$ cat src/rtl/flash_seq_pkg.sv
package flash_seq_pkg;

    localparam int WORD_W  = 24;
    localparam int ROW_LG  = 6;
    localparam int PAGE_LG = 9;

    typedef enum logic [1:0] {
        OP_ROW  = 2'd0,
        OP_WORD = 2'd1,
        OP_PAGE = 2'd2,
        OP_NONE = 2'd3
    } flash_op_e;

    typedef enum logic [1:0] {
        ST_IDLE = 2'd0,
        ST_XFER = 2'd1,
        ST_WAIT = 2'd2
    } seq_state_e;

    function automatic int max3(input int a, input int b, input int c);
        int m;
        m = (a > b) ? a : b;
        return (m > c) ? m : c;
    endfunction

endpackage

$ cat src/rtl/flash_row_loader.sv
module flash_row_loader #(
    parameter int AW     = 12,
    parameter int ROW_LG = 6,
    parameter int DW     = 24
) (
    input  logic              clk,
    input  logic              rst,
    input  logic              ld_we,
    input  logic [AW-1:0]     ld_addr,
    input  logic [DW-1:0]     ld_data,
    input  logic              clr,
    input  logic [ROW_LG-1:0] rd_idx,
    output logic [DW-1:0]     rd_data,
    output logic              full,
    output logic              err,
    output logic [AW-1:0]     base
);
    localparam int ROWS = 1 << ROW_LG;

    logic [DW-1:0]   slots [ROWS];
    logic [ROW_LG:0] fill;
    logic [AW-1:0]   base_q;
    logic            err_q;
    logic            in_seq;
    logic            take;

    // Empty buffer: only a group-aligned address opens a row.
    // Otherwise the next address in the same group is required.
    always_comb begin
        if (fill == '0)
            in_seq = (ld_addr[ROW_LG-1:0] == '0);
        else
            in_seq = !fill[ROW_LG] &&
                     (ld_addr == {base_q[AW-1:ROW_LG], fill[ROW_LG-1:0]});
    end

    assign take = ld_we && !err_q && !clr && in_seq;

    always_ff @(posedge clk) begin
        if (rst) begin
            fill   <= '0;
            base_q <= '0;
            err_q  <= 1'b0;
        end else if (clr) begin
            fill  <= '0;
            err_q <= 1'b0;
        end else if (ld_we && !err_q) begin
            if (in_seq) begin
                fill <= fill + 1'b1;
                if (fill == '0)
                    base_q <= ld_addr;
            end else begin
                err_q <= 1'b1;
            end
        end
    end

    always_ff @(posedge clk) begin
        if (take)
            slots[fill[ROW_LG-1:0]] <= ld_data;
    end

    assign rd_data = slots[rd_idx];
    assign full    = fill[ROW_LG];
    assign err     = err_q;
    assign base    = base_q;

endmodule

$ cat src/rtl/flash_cycle_timer.sv
module flash_cycle_timer #(
    parameter int CW = 16
) (
    input  logic          clk,
    input  logic          rst,
    input  logic          arm,
    input  logic          run,
    input  logic          tick,
    input  logic [CW-1:0] limit,
    output logic          last
);
    logic [CW-1:0] cnt;

    always_ff @(posedge clk) begin
        if (rst || arm)
            cnt <= '0;
        else if (run && tick)
            cnt <= cnt + 1'b1;
    end

    // High on the tick that completes the requested count.
    assign last = run && tick && (cnt == limit - 1'b1);

endmodule

$ cat src/rtl/flash_row_seq.sv
module flash_row_seq
    import flash_seq_pkg::*;
#(
    parameter int AW       = 12,
    parameter int ROW_CYC  = 11064,
    parameter int WORD_CYC = 400,
    parameter int PAGE_CYC = 11500
) (
    input  logic              clk,
    input  logic              rst,
    input  logic              tw_we,
    input  logic [AW-1:0]     tw_addr,
    input  logic [WORD_W-1:0] tw_data,
    input  logic              cmd_start,
    input  logic [1:0]        cmd_op,
    input  logic [AW-1:0]     cmd_addr,
    input  logic              rc_tick,
    output logic              arr_wr,
    output logic              arr_erase,
    output logic [AW-1:0]     arr_addr,
    output logic [WORD_W-1:0] arr_wdata,
    output logic              busy,
    output logic              done,
    output logic              done_ok,
    output logic              load_err
);
    localparam int ROWS    = 1 << ROW_LG;
    localparam int MAX_CYC = max3(ROW_CYC, WORD_CYC, PAGE_CYC);
    localparam int CW      = $clog2(MAX_CYC + 1);

    seq_state_e        state;
    flash_op_e         op_q;
    flash_op_e         op_in;
    logic [AW-1:0]     addr_q;
    logic [ROW_LG-1:0] xidx;
    logic              done_q, ok_q;

    logic              buf_full, buf_err, buf_clr;
    logic [AW-1:0]     buf_base;
    logic [WORD_W-1:0] buf_rd;
    logic [CW-1:0]     limit;
    logic              last_tick;
    logic              accept, refuse, go, xfer_end, fin;

    assign op_in  = flash_op_e'(cmd_op);
    assign busy   = (state != ST_IDLE);
    assign accept = cmd_start && !busy && (op_in != OP_NONE);
    assign refuse = accept && (op_in == OP_ROW) && (buf_err || !buf_full);
    assign go     = accept && !refuse;

    always_comb begin
        case (op_q)
            OP_ROW:  limit = CW'(ROW_CYC);
            OP_PAGE: limit = CW'(PAGE_CYC);
            default: limit = CW'(WORD_CYC);
        endcase
    end

    assign xfer_end = (state == ST_XFER) &&
                      ((op_q != OP_ROW) || (xidx == {ROW_LG{1'b1}}));
    assign fin      = last_tick && ((state == ST_WAIT) || xfer_end);
    assign buf_clr  = refuse || (fin && (op_q == OP_ROW));

    flash_row_loader #(
        .AW(AW), .ROW_LG(ROW_LG), .DW(WORD_W)
    ) u_loader (
        .clk    (clk),
        .rst    (rst),
        .ld_we  (tw_we && !busy),
        .ld_addr(tw_addr),
        .ld_data(tw_data),
        .clr    (buf_clr),
        .rd_idx (xidx),
        .rd_data(buf_rd),
        .full   (buf_full),
        .err    (buf_err),
        .base   (buf_base)
    );

    flash_cycle_timer #(
        .CW(CW)
    ) u_timer (
        .clk  (clk),
        .rst  (rst),
        .arm  (go),
        .run  (busy),
        .tick (rc_tick),
        .limit(limit),
        .last (last_tick)
    );

    always_ff @(posedge clk) begin
        if (rst) begin
            state  <= ST_IDLE;
            op_q   <= OP_NONE;
            addr_q <= '0;
            xidx   <= '0;
            done_q <= 1'b0;
            ok_q   <= 1'b0;
        end else begin
            done_q <= 1'b0;
            ok_q   <= 1'b0;
            case (state)
                ST_IDLE: begin
                    if (refuse) begin
                        done_q <= 1'b1;
                    end else if (go) begin
                        state <= ST_XFER;
                        op_q  <= op_in;
                        xidx  <= '0;
                        case (op_in)
                            OP_ROW:  addr_q <= buf_base;
                            OP_PAGE: addr_q <= (cmd_addr >> PAGE_LG) << PAGE_LG;
                            default: addr_q <= cmd_addr;
                        endcase
                    end
                end
                ST_XFER: begin
                    if (fin) begin
                        state  <= ST_IDLE;
                        done_q <= 1'b1;
                        ok_q   <= 1'b1;
                    end else if (xfer_end) begin
                        state <= ST_WAIT;
                    end else begin
                        xidx <= xidx + 1'b1;
                    end
                end
                ST_WAIT: begin
                    if (fin) begin
                        state  <= ST_IDLE;
                        done_q <= 1'b1;
                        ok_q   <= 1'b1;
                    end
                end
                default: state <= ST_IDLE;
            endcase
        end
    end

    assign arr_wr    = (state == ST_XFER) && (op_q != OP_PAGE);
    assign arr_erase = (state == ST_XFER) && (op_q == OP_PAGE);
    assign arr_addr  = addr_q | {{(AW-ROW_LG){1'b0}}, xidx};
    assign arr_wdata = buf_rd;
    assign done      = done_q;
    assign done_ok   = ok_q;
    assign load_err  = buf_err;

endmodule

$ cat config.mk
export PLATFORM = sky130hd
export DESIGN_NAME = flash_row_seq
export DESIGN_NICKNAME = d
export VERILOG_FILES = /design/src/rtl/flash_seq_pkg.sv /design/src/rtl/flash_row_loader.sv /design/src/rtl/flash_cycle_timer.sv /design/src/rtl/flash_row_seq.sv
export SDC_FILE = /design/constraint.sdc
export NUM_CORES = 1
export LEC_CHECK = 0
export BUFFER_PORTS_ARGS = -buffer_cell sky130_fd_sc_hd__clkbuf_2
export CAP_MARGIN = 0
export CELL_PAD_IN_SITES_DETAIL_PLACEMENT = 0
export CELL_PAD_IN_SITES_GLOBAL_PLACEMENT = 2
export CORE_MARGIN = 5
export CORE_UTILIZATION = 51
export DETAILED_ROUTE_END_ITERATION = 8
export GPL_ROUTABILITY_DRIVEN = 0
export PLACE_DENSITY = 0.79
export SYNTH_ARGS = -nofsm -noshare
export SYNTH_HDL_FRONTEND = slang
export SYNTH_SLANG_ARGS = --single-unit
$ cat constraint.sdc
create_clock -name clk -period 6.3 [get_ports clk]
set_input_delay 0 -clock clk [delete_from_list [all_inputs] [get_ports clk]]
set_output_delay 0 -clock clk [all_outputs]
set_load 0.02 [all_outputs]
## After elaboration in Yosys (flattened, before gate mapping)

Memories as Yosys holds them, arrays and structs flattened. A register that Yosys moved wholly into a read port is not among the register bits.
Cells that the tools add are included.

| word-level totals | value |
|---|---|
| memories | 1 |
| bits in registers | 58 |
| word-level logic and storage cells | 100 |
| RAM bits | 1536 |
| bits of input ports | 55 |

Memories:

| name | depth | bits a word | read ports | clocked after Yosys merged registers in | wr ports | RTL line | source |
|---|---|---|---|---|---|---|---|
| u_loader.slots | 64 | 24 | 1 | 1 | 1 | flash_row_loader.sv:20 | `logic [DW-1:0] slots [ROWS];` |

| operators by class | value |
|---|---|
| $add $sub $neg | 4 |
| reductions and logical operators | 44 |
| bitwise gates (word level) | 5 |
| multiplexer cells | 21 |
| equality and inequality tests | 15 |

Operator list:

| cell | count |
|---|---|
| two-way mux 6 bit | 6 |
| one-hot mux 14 bit (2 select lines) | 1 |
| one-hot mux 12 bit (2 select lines) | 1 |
| logical AND 1 bit | 17 |
| adder 14 x 1 -> 14 bit, second input constant | 1 |
| equality test 14 bit | 1 |
| subtractor 14 x 1 -> 14 bit, second input constant | 1 |
| equality test 12 bit | 1 |
| inequality test 2 bit, second input constant | 6 |
| bitwise OR 12 x 6 -> 12 bit | 1 |
| one-hot mux 6 bit (2 select lines) | 1 |
| two-way mux 2 bit | 5 |
| AND reduction 4 bit | 2 |
| adder 7 x 1 -> 7 bit, second input constant | 1 |
| logical NOT 7 bit | 1 |
| adder 6 x 1 -> 6 bit, second input constant | 1 |
| equality test 2 bit, second input constant | 3 |
| equality test 6 bit, second input constant | 1 |
| logical NOT 2 bit | 3 |
| logical NOT 6 bit | 1 |
| one-hot mux 2 bit (3 select lines) | 1 |
| nonzero test 2 bit | 3 |
| OR reduction 2 bit | 3 |
| logical NOT 1 bit | 5 |
| other kinds (10) | 22 |

## Depth between registers and ports, before layout

| depth | value |
|---|---|
| depth after elaboration | 13 |
| mapped depth | 11 |
| gate-level depth less buffers | 8 |

## Modules after synthesis

From an unflattened synthesis, not the netlist that was laid out.

| second synthesis, totals | value |
|---|---|
| cell total of the unflattened synthesis | 2877 |
| area, all modules | 62143.4 µm² |

By module, submodules not included:

| module | area an instance (µm²) | sequential area each (µm²) | instances | cells an instance |
|---|---|---|---|---|
| flash_row_loader | 59550.9 | 46524.6 | 1 | 2576 |
| flash_row_seq | 1491.4 | 480.5 | 1 | 162 |
| flash_cycle_timer | 1101.1 | 280.3 | 1 | 139 |

## Worst setup path after synthesis

OpenSTA, ideal clock, no wires.

| timing | value |
|---|---|
| kind | register -> register |
| start point | reg u_loader.fill[3] |
| end point | mem u_loader.slots[40][0], enable pin |
| slack | 1039 ps |
| clock period less this slack | 5261 ps |
| setup time | 466 ps |
| data required time | 5834 ps |
| arrival time | 4795 ps |
| cell stages (with the launch flop) | 9 |
| path through | dfxtp_1 or3_1 buf_2 or4b_4 or4_4 o21ai_2 nand2_1 clkbuf_1 nor4_1 |

| between the ends | value |
|---|---|
| word-level cells in the longest chain between the ends | 6 |
| elaborated cells between the ends (all ways) | 7 |
| classes of those cells | 1 x eq/ne; 3 x mux; 3 x reduce/logical |

Ends and longest elaborated chain:

| item | RTL line | source |
|---|---|---|
| start: declaration | flash_row_loader.sv:21 | `logic [ROW_LG:0] fill;` |
| start signal: assignment | flash_row_loader.sv:49 | `fill <= fill + 1'b1;` |
| equality test 12 bit | flash_row_loader.sv:34 | `(ld_addr == {base_q[AW-1:ROW_LG], fill[ROW_LG-1:0]});` |
| logical AND 1 bit | flash_row_loader.sv:33 | `in_seq = !fill[ROW_LG] &&` |
| two-way mux 1 bit | flash_row_loader.sv:30 | `if (fill == '0)` |
| logical AND 1 bit | flash_row_loader.sv:37 | `assign take = ld_we && !err_q && !clr && in_seq;` |
| two-way mux 1 bit | flash_row_loader.sv:59 | `if (take)` |
| two-way mux 1 bit (implied by the code) | flash_row_loader.sv:60 | `slots[fill[ROW_LG-1:0]] <= ld_data;` |
| end: declaration | flash_row_loader.sv:20 |  |

Several ways; a longest one is shown, not always the timed one.

## Worst setup path after layout

| timing | value |
|---|---|
| start point | reg u_loader.fill[3] |
| end point | mem u_loader.slots[17][7], enable pin |

Same word-level chain as after synthesis.

==> metrics.txt <==
area grow syn2layout 15.49%; die area 128,200 sq um; R2R Path End u_loader.slots[17][7]; top_reg_cell synth edfxtp_1; maximum vdd drop roughly 0.28 mV; Die H about 360 um; num rows between 100 and 150; Post-CTS Setup Inserts 0; CTS tree yes; Num CTS Buffers 160; final period utilization ~85%; warnings from Yosys 0; setup slack, reg-to-reg between 0.9 and 1 ns; Core Util, Final about 59%; status finished clean; WS Path Type flop to flop; Final nets ~3,100; Max-cap violations 0; Hold Vio Cnt, Final 0; WL per Instance roughly 32 um; DRT iter0 DRCs 3,712; most common cell in the synthesized netlist edfxtp_1; Yosys top cell by area edfxtp_1; LEAKAGE between 20 and 25 nW; HP Start tw_addr[5]; largest net degree at the start of global routing 86; share of synthesized flip-flops with an asynchronous set or reset 0%; Pins Over Slew Limit 0; Synth cell types 56; Syn Area/Cell approximately 23 sq um; setup TNS 0 ns; Initial Utilization 51.44%; Clock Latency Late Sink between 0.7 and 0.8 ns; minimum clock period between 5 and 6 ns; crit start category flop; fmax about 190 MHz; #FFs+latches synth ~1,600; H-tree depth 4; Root Buffer Master clkbuf_16; IO Port Bufs 96; power per cell area ~310 nW/um^2; top cell type's share of synthesized area between 70% and 80%; HP Class input pin to flop; Post-synth EDFFs between 1,500 and 2,000; worst-path maximum fanout 54; Worst-path clk slew 0.07 ns; number of global-route vias before repair between 30,000 and 40,000; top post-synthesis cells by count 1,536 x edfxtp_1, 464 x mux4_2, 105 x clkbuf_1, 67 x nor4_1, 64 x dfxtp_1; die width 358.1 um; cell area after synthesis around 62,000 sq um; RR Startpoint u_loader.fill[3]; initial antenna violation count 7; clk_skew between 0.02 and 0.03 ns; Seq/Total Area, Yosys between 70 and 80%; Max-slew headroom 22.20%; total gr overflow 0; post-detail-place hpwl 91,310 um; RSZ-0062 raised after global routing no; final antenna-violating net count 0; WHS Endpoint u_loader.err; Synth area leaders edfxtp_1 75%, mux4_2 17%, dfxtp_1 2.1%; worst hold slack between 0.04 and 0.05 ns; core area ~120,000 sq um; clk buf depth 3; # IOs between 90 and 100; Syn Inst Count around 2,700; CP arrival 5.79 ns; Worst-Margin Slew 1.167 ns; Ant. Diodes 0; Hold Path Cell Cnt 5; Clock Sinks 1,600; Total Routed Length ~150,000 um; FF-to-FF path depth 8; vias per cell around 6.3; first-pass GRT wire length ~220,000 um; total iterations of the first detailed-routing run 5; Setup crit start u_loader.fill[3]; Critical Path RT slightly below 7 ns; DR vias roughly 30,000; layout cells sized above 1 32.41%; GRT Total Usage between 20% and 30%; DRC violations left 0; final setup vio count 0; CP Capture Type flop; Mapped Nets roughly 2,800; Power, Total about 0.022 W
==> registers in the layout, indices dropped and copies added, names as in the netlist, named ones only <==
register / cells
u_loader.slots: 1536
u_timer.cnt: 14
addr_q: 12
u_loader.base: 12
u_loader.fill: 7
xidx: 6
op_q: 2
state: 2
done: 1
done_ok: 1
u_loader.err: 1
==> per-stage QoR <==
step | std cells | setup slack, ns | cell area (sq um)
after floorplan | 2730 | 1.039 | 61800
after global placement | 4410 | 1.635 | 65230
after detailed placement | 4410 | 1.487 | 65230
after CTS | 4789 | 0.9904 | 71360
after global routing | 4790 | 0.8049 | 71370
final | 4790 | 0.9523 | 71370
==> cells in the final DEF (no fill, tap or decap), types with 7 or more instances in the layout <==
cell type	synthesis	routed
edfxtp_1	1536	1536
mux4_2	464	464
clkbuf_16	0	163
buf_4	6	131
dlygate4sd3_1	0	88
clkbuf_2	1	87
nor4_2	0	64
dfxtp_1	64	58
nor2_1	48	48
a21oi_1	43	43
mux2i_1	37	37
nor2b_1	31	31
nand2_1	32	30
clkinv_1	0	29
clkinv_2	0	29
a211oi_1	28	27
clkbuf_1	105	25
bufinv_16	0	18
xor2_1	17	17
a22oi_1	16	16
o21ai_0	14	14
nand3_1	12	12
a31oi_1	11	11
inv_1	10	10
or2_2	10	10
nor3b_1	10	10
o22a_1	9	9
and2_1	9	9
xnor2_1	9	9
buf_12	0	9
nand2b_1	8	8
a41oi_1	8	8
ha_1	8	8
buf_2	10	8
nand3b_1	7	7
clkinv_4	0	7
clkinvlp_4	0	7
==> cells by family (layout without fill, tap and decap cells) <==
| group | after synthesis | after routing | synth area share [%] |
|---|---|---|---|
| buffers and inverters | 177 | 625 | 1.146 |
| adder cells (fa/ha/maj) | 8 | 8 | 0.1620 |
| AO/OA/AOI/OAI | 146 | 146 | 1.579 |
| XOR/XNOR | 26 | 26 | 0.3685 |
| AND/OR/NAND/NOR | 272 | 272 | 2.525 |
| flip-flops | 1600 | 1600 | 76.71 |
| multiplexers | 501 | 501 | 17.51 |
==> where the power goes <==
group	internal, W	switching (W)
Clock	0.00552	0.00395
Sequential	0.0117	0.0000219
Combinational	0.000183	0.000445
Total	0.0174	0.00442
==> how the worst max path moves through the flow <==
stage / to / slack (ns)
after CTS: u_loader.slots[17][21] / 0.99
after floorplan: u_loader.slots[40][0] / 1.04
final: u_loader.slots[17][7] / 0.95
after global routing: u_loader.slots[16][21] / 0.80
after detailed placement: u_loader.slots[17][8] / 1.49
after global placement: u_loader.slots[17][10] / 1.63
==> layer usage <==
layer  GRT usage (%)  routed length, um
met4           7.083               4306
met5               0                 27
met2           36.00              70270
met3           8.463              17390
met1           34.91              61620
==> area by class of cell <==
cell class                      instances  area (sq um)
Clock buffer                          190          4200
Clock inverter                        102          1059
Fill cell                            8455         48760
Inverter                               10         37.54
Multi-Input combinational cell        953         14110
Sequential cell                      1600         47430
Tap cell                             1612          2017
Timing Repair Buffer                  323          2520
==> worst max-delay path, cell delays in order, from the launching register on <==
cell	delay, ns
dfxtp_1	0.40
or3_1	0.71
or4b_4	0.64
or4_4	0.51
dlygate4sd3_1	0.58
o21ai_2	0.10
nand2_4	0.60
nor4_2	1.03
buf_4	0.39
==> repair_timing <==
item / in CTS / in global routing
gates resized for setup: 0 / 0
hold buffers: 87 / 1
endpoints found under the hold margin: 714 / 4
Power figures use the tool's default switching activity.
